$ cat config.mk
export PLATFORM = sky130hd
export DESIGN_NAME = ind_bus_window
export DESIGN_NICKNAME = d
export VERILOG_FILES = /design/src/rtl/ind_bus_window.sv
export SDC_FILE = /design/constraint.sdc
export NUM_CORES = 1
export LEC_CHECK = 0
export BUFFER_PORTS_ARGS = -buffer_cell sky130_fd_sc_hd__buf_2
export CORE_ASPECT_RATIO = 0.8
export CORE_UTILIZATION = 57
export CTS_CLUSTER_DIAMETER = 80
export DETAILED_ROUTE_END_ITERATION = 8
export PLACE_DENSITY_LB_ADDON = 0.08
export RECOVER_POWER = 25
export SYNTH_ARGS = -nofsm -noshare
export SYNTH_HDL_FRONTEND = slang
export SYNTH_SLANG_ARGS = --single-unit
$ cat constraint.sdc
create_clock -name clk -period 3.9 [get_ports clk]
set_input_delay 0.39 -clock clk [delete_from_list [all_inputs] [get_ports clk]]
set_output_delay 0.39 -clock clk [all_outputs]
set_load 0.01 [all_outputs]
$ cat src/rtl/ind_bus_window.sv
module ind_bus_window (
  input  logic        clk,
  input  logic        rst_n,
  input  logic        cs_n,
  input  logic        rd_n,
  input  logic        wr_n,
  input  logic [1:0]  addr,
  input  logic [7:0]  wdata,
  output logic [7:0]  rdata,
  output logic [15:0] mem_addr,
  output logic [7:0]  mem_wdata,
  output logic        mem_we,
  output logic        mem_re,
  input  logic [7:0]  mem_rdata
);
  localparam logic [1:0] OFS_SET = 2'd0;
  localparam logic [1:0] OFS_PA  = 2'd1;
  localparam logic [1:0] OFS_PB  = 2'd2;
  localparam logic [1:0] OFS_WIN = 2'd3;

  logic        rd_q, wr_q, re_go, re_q;
  logic [1:0]  a_lat;
  logic [7:0]  wd_lat, rd_buf, opt;
  logic [15:0] ptr;

  wire rd_act   = ~cs_n & ~rd_n;
  wire wr_act   = ~cs_n & ~wr_n;
  wire rd_start = rd_act & ~rd_q;
  wire rd_end   = ~rd_act & rd_q;
  wire wr_start = wr_act & ~wr_q;
  wire wr_end   = ~wr_act & wr_q;

  wire en   = opt[7];
  wire swap = opt[1];
  wire step = opt[0];

  wire win_wr  = wr_end & (a_lat == OFS_WIN) & en;
  wire win_rd  = rd_end & (a_lat == OFS_WIN) & en;

  always_ff @(posedge clk or negedge rst_n) begin
    if (!rst_n) begin
      rd_q   <= 1'b0;
      wr_q   <= 1'b0;
      re_go  <= 1'b0;
      re_q   <= 1'b0;
      a_lat  <= OFS_SET;
      wd_lat <= 8'h00;
      rd_buf <= 8'h00;
      opt    <= 8'h00;
      ptr    <= 16'h0000;
    end else begin
      rd_q  <= rd_act;
      wr_q  <= wr_act;
      re_go <= rd_start & (addr == OFS_WIN) & en;
      re_q  <= re_go;
      if (rd_start | wr_start) a_lat <= addr;
      if (wr_act) wd_lat <= wdata;
      if (re_q) rd_buf <= mem_rdata;
      if (wr_end) begin
        case (a_lat)
          OFS_SET: opt <= {wd_lat[7], 5'b00000, wd_lat[1:0]};
          OFS_PA:  if (swap) ptr[7:0] <= wd_lat; else ptr[15:8] <= wd_lat;
          OFS_PB:  if (swap) ptr[15:8] <= wd_lat; else ptr[7:0] <= wd_lat;
          default: ;
        endcase
      end
      if ((win_wr | win_rd) & step) ptr <= ptr + 16'd1;
    end
  end

  always_comb begin
    case (a_lat)
      OFS_SET: rdata = opt;
      OFS_PA:  rdata = swap ? ptr[7:0]  : ptr[15:8];
      OFS_PB:  rdata = swap ? ptr[15:8] : ptr[7:0];
      default: rdata = en ? rd_buf : 8'h00;
    endcase
  end

  assign mem_addr  = ptr;
  assign mem_wdata = wd_lat;
  assign mem_we    = win_wr;
  assign mem_re    = re_go;
endmodule

Yosys cells after proc, flatten, opt, wreduce, memory -nomap -nowiden --
Index checks and enable logic that the tools add are counted.
Word-level totals: output and inout port bits 34, flip-flop bits (word level) 41, logic and storage cells 56, bits of input ports 23
Cells by class: equality and inequality tests 8, muxes and demuxes 9, $add $sub $neg 1, bitwise gates (word level) 22, reduce and logical (&&, ||, !) cells 6
Operators by type and width (number):
- 8-bit 2-to-1 mux | 5
- 16-bit 2-to-1 mux | 2
- 16-bit case mux with 2 select lines | 1
- 8-bit case mux with 3 select lines | 1
- 16-bit by 1-bit adder with 16-bit output, second input constant | 1
- 1-bit bitwise AND | 13
- 3-bit inequality test, second input constant | 4
- 4-bit AND reduction | 2
- 1-bit inverter | 7
- 2-bit equality test, second input constant | 3
- 3-bit nonzero test | 1
- 2-bit by 1-bit equality test with 1-bit output, second input constant | 1
- 2-bit logical NOT | 1
- 1-bit bitwise OR | 2
- 2-bit AND reduction | 1
- 2-bit nonzero test | 1

Longest topological paths before layout --
word-level depth 10, mapped depth 7, depth with buffers taken out 5

Worst setup path after synthesis --
Ideal clock, no wire load.
path kind reg-to-output, start reg opt[1], end out rdata[6], arrival time 1165 ps, stages on the path, launching flop included 5, path slack 2345 ps, path buffers 2, data required time 3510 ps, cell sequence dfrtp_1 -> buf_4 -> buf_2 -> mux2i_1 -> o21ai_0
On the way: longest elaborated chain between the ends 2, elaborated cells on any way between the ends 3, classes of those cells 3 x mux
RTL lines:
- from (decl) | RTL line 23 | logic [7:0] wd_lat, rd_buf, opt;
- from (signal assigned) | RTL line 61 | OFS_SET: opt <= {wd_lat[7], 5'b00000, wd_lat[1:0]};
- 8-bit 2-to-1 mux, on equally long branches | RTL line 75, 74
- 8-bit case mux with 3 select lines * | RTL line 72 | case (a_lat)
- to (decl) | RTL line 9 | output logic [7:0] rdata,
Mark *: on every way between the ends. The rest lies on a longest branch, timed or not.

Worst setup path in the final report --
start reg opt[1], end out rdata[4]
Same word-level chain as after synthesis.

==> impl_metrics.json <==
{
  "finClkSkew_ns": 0.00583,
  "cts.clk_slew.worst_paths_ns": 0.07,
  "initial_core_util_pct": 60.0,
  "final_common_cell": "buf_2",
  "p_clk_share_pct": 17.1,
  "cts-resized-gates": 0,
  "path_cells": "mux2i_1, nor2_1, a21oi_1, o21ai_0, buf_2",
  "grt_pass1_vias": 1798,
  "hp-start": "rd_n",
  "cp_data_required_time_ns": 3.51,
  "routed_wl_mm": 5.47,
  "synth_ff_type": "dfrtp_1",
  "yosys.area.top_type_share_pct": 44.7,
  "switching_share_pct": 40.8,
  "core_um2": 3830,
  "synth-warning-count": 0,
  "grt_pass1_wl_mm": 8.86,
  "path_class": "flop to primary output",
  "grt.overflow.total": 0,
  "syn_avg_cell_area_um2": 10.2,
  "hold_violations": 0,
  "synth_edf_count": 0,
  "htreeDepth": 2,
  "area_delta_synth_final_pct": 16.4,
  "rsz0062_at_grt": "no",
  "startpoint_type": "flop",
  "numCtsBuffers": 5,
  "cellPowerDensity_nw_per_um2": 672,
  "status": "finished with violations",
  "drtAntennaViolNets": 0,
  "grt_start_max_net_pins": 42,
  "startpoint": "opt[1]",
  "fin_nets": 301,
  "tns_ns": 0,
  "period_needed_ns": 2.30,
  "antenna_found_initial": 0,
  "slew_viol_final": 42,
  "cts.path.max_buffers": 2,
  "die_y_um": 58.8,
  "die_area_um2": 4290,
  "gp_congestion": 0.883,
  "seq_area_um2": 1030,
  "max_cap_violations": 1,
  "finalCritPeriodShare_pct": 59.0,
  "post_cts_buffers": 0,
  "crit-reg2reg-launch": "a_lat[0]",
  "power_switching_uw": 733,
  "setup_viol_count_final": 0,
  "critPathSlowestCell": "dfrtp_1",
  "cts_tree": "done",
  "tightest_slew_ns": 2.10,
  "holdBufCountCts": 0,
  "dp_hpwl_mm": 3.97,
  "p_total_mw": 1.79,
  "ys_seq_area_share_pct": 44.7,
  "worstPathArrival_ns": 1.91,
  "vias": 2015,
  "via_per_inst": 6.05,
  "worstPathMaxFanout": 22,
  "syn-num-nets": 250,
  "ir_worst_vdd_mv": 0.362,
  "layout-drive-gt1-share_pct": 30.6,
  "dr.pass1.iters": 4,
  "max_freq_ghz": 0.434,
  "synthArstFlopShare_pct": 100,
  "fill_cells": 310,
  "drt_iter0_markers": 187,
  "clk_latency_ns": 0.30,
  "routedWlPerCell_um": 16.4,
  "p_leak_nw": 1.22,
  "violations": "max-capacitance violations, max-slew violations",
  "synth_top_cell_by_area": "dfrtp_1",
  "cp-end-kind": "primary output",
  "comb_power_share_pct": 35.8,
  "clock-sinks": 41,
  "slew_headroom_pct": -39.9,
  "yosysUniqueCellTypes": 44,
  "syn_area_um2": 2300,
  "multi_input_area_um2": 1170,
  "synthCells": 226,
  "hp-class": "input port to flop",
  "p_seq_share_pct": 47.1,
  "max_stage_delay_ns": 0.91,
  "antennaDiodeCount": 0,
  "die_x_um": 73.0,
  "ys_ff_latch": 41,
  "grt_usage_pct": 28.1,
  "io_buffers": 56,
  "io_pins": 57,
  "synth_area_leaders": "dfrtp_1, mux2_2, mux2i_1",
  "drc_errors": 0,
  "clock-root-buffer": "clkbuf_8",
  "p_int_mw": 1.06,
  "rows": 20,
  "final_cell_mix": "buf_2, dfrtp_1, nand2_1"
}
==> critical path: cells and delay by family, from the launching register on <==
family,cells,cell delay [ns]
mux,1,0.28
compound gates,2,0.20
flops,1,0.91
buf+inv,1,0.15
simple gates,1,0.07
==> per-layer routing <==
| metal | routed length, um | GRT usage, % | part of all wire (%) |
|---|---|---|---|
| met5 | 0 | 0 | 0 |
| met4 | 57 | 6.16 | 1.0 |
| met3 | 444 | 6.85 | 8.1 |
| met2 | 2330 | 40.3 | 43 |
| met1 | 2640 | 43.2 | 48 |
==> per-stage QoR <==
stage	hold WS [ns]	util (%)	area [um^2]	setup WS [ns]	cells
6_report	0.268	69.8	2670	1.60	333
5_1_grt	0.266	69.8	2670	1.42	333
4_1_cts	0.241	69.9	2680	1.61	333
3_5_place_dp	0.362	67.2	2570	1.72	325
3_3_place_gp	0.352	67.2	2570	1.78	325
2_1_floorplan	0.0944	-	2300	2.35	226
==> cells in the mapped netlist (3+ instances only) <==
| cell type | instances |
|---|---|
| o21a_1 | 6 |
| and3_1 | 5 |
| inv_1 | 8 |
| o21ai_0 | 11 |
| o311ai_0 | 3 |
| o22ai_1 | 3 |
| a21oi_1 | 3 |
| buf_2 | 3 |
| nor2_1 | 12 |
| clkbuf_1 | 4 |
| dfrtp_1 | 41 |
| o211ai_1 | 8 |
| nand3_1 | 9 |
| mux2_2 | 21 |
| mux2i_1 | 16 |
| nand2b_1 | 4 |
| nor3_1 | 5 |
| nand2_1 | 23 |
| nand4_1 | 4 |
| o221ai_1 | 5 |
==> registers in the layout (all words and copies together) (netlist names) <==
name and count:
a_lat 2, rd_q 1, mem_addr 16, opt 3, rd_buf 8, mem_re 1, wr_q 1, mem_wdata 8
re_q 1
==> cell families after synthesis <==
logic type                 count (synthesis)  synth area share [%]
AOI/OAI and AO/OA                         54                  17.1
adders and majority gates                  1                 0.545
buffers and inverters                     20                  4.41
DFF                                       41                  44.7
muxes                                     37                  17.3
and+or+nand+nor                           73                  16.0
==> layout make-up <==
type,count,area share (%)
clock buffer,7,3.60
clock inverter,1,0.187
inverter,8,1.12
multi-input combinational,165,43.7
sequential,41,38.4
tap,55,2.57
timing repair buffer,56,10.4
==> worst paths after layout <==
check | end | cells past startpoint | slack (ns)
setup / recovery | rdata[4] | 5 | 1.60
hold / removal | rd_q | 2 | 0.27
setup reg to reg | mem_addr[12] | 4 | 1.69
hold reg to reg | re_q | 0 | 0.38
max in group asynchronous | rd_buf[3] | 1 | 2.01
min in group asynchronous | rd_q | 1 | 0.69
==> power groups by stage <==
| stage | Combinational, mW | Clock, mW | Sequential, mW |
|---|---|---|---|
| after floorplan | 0.447 | 0 | 0.766 |
| after global placement | 0.629 | 0 | 0.838 |
| after detailed placement | 0.641 | 0 | 0.846 |
| after CTS | 0.646 | 0.308 | 0.837 |
| after global routing | 0.714 | 0.331 | 0.875 |
| final | 0.642 | 0.307 | 0.845 |
No activity file was read; power rests on OpenSTA's default activity.
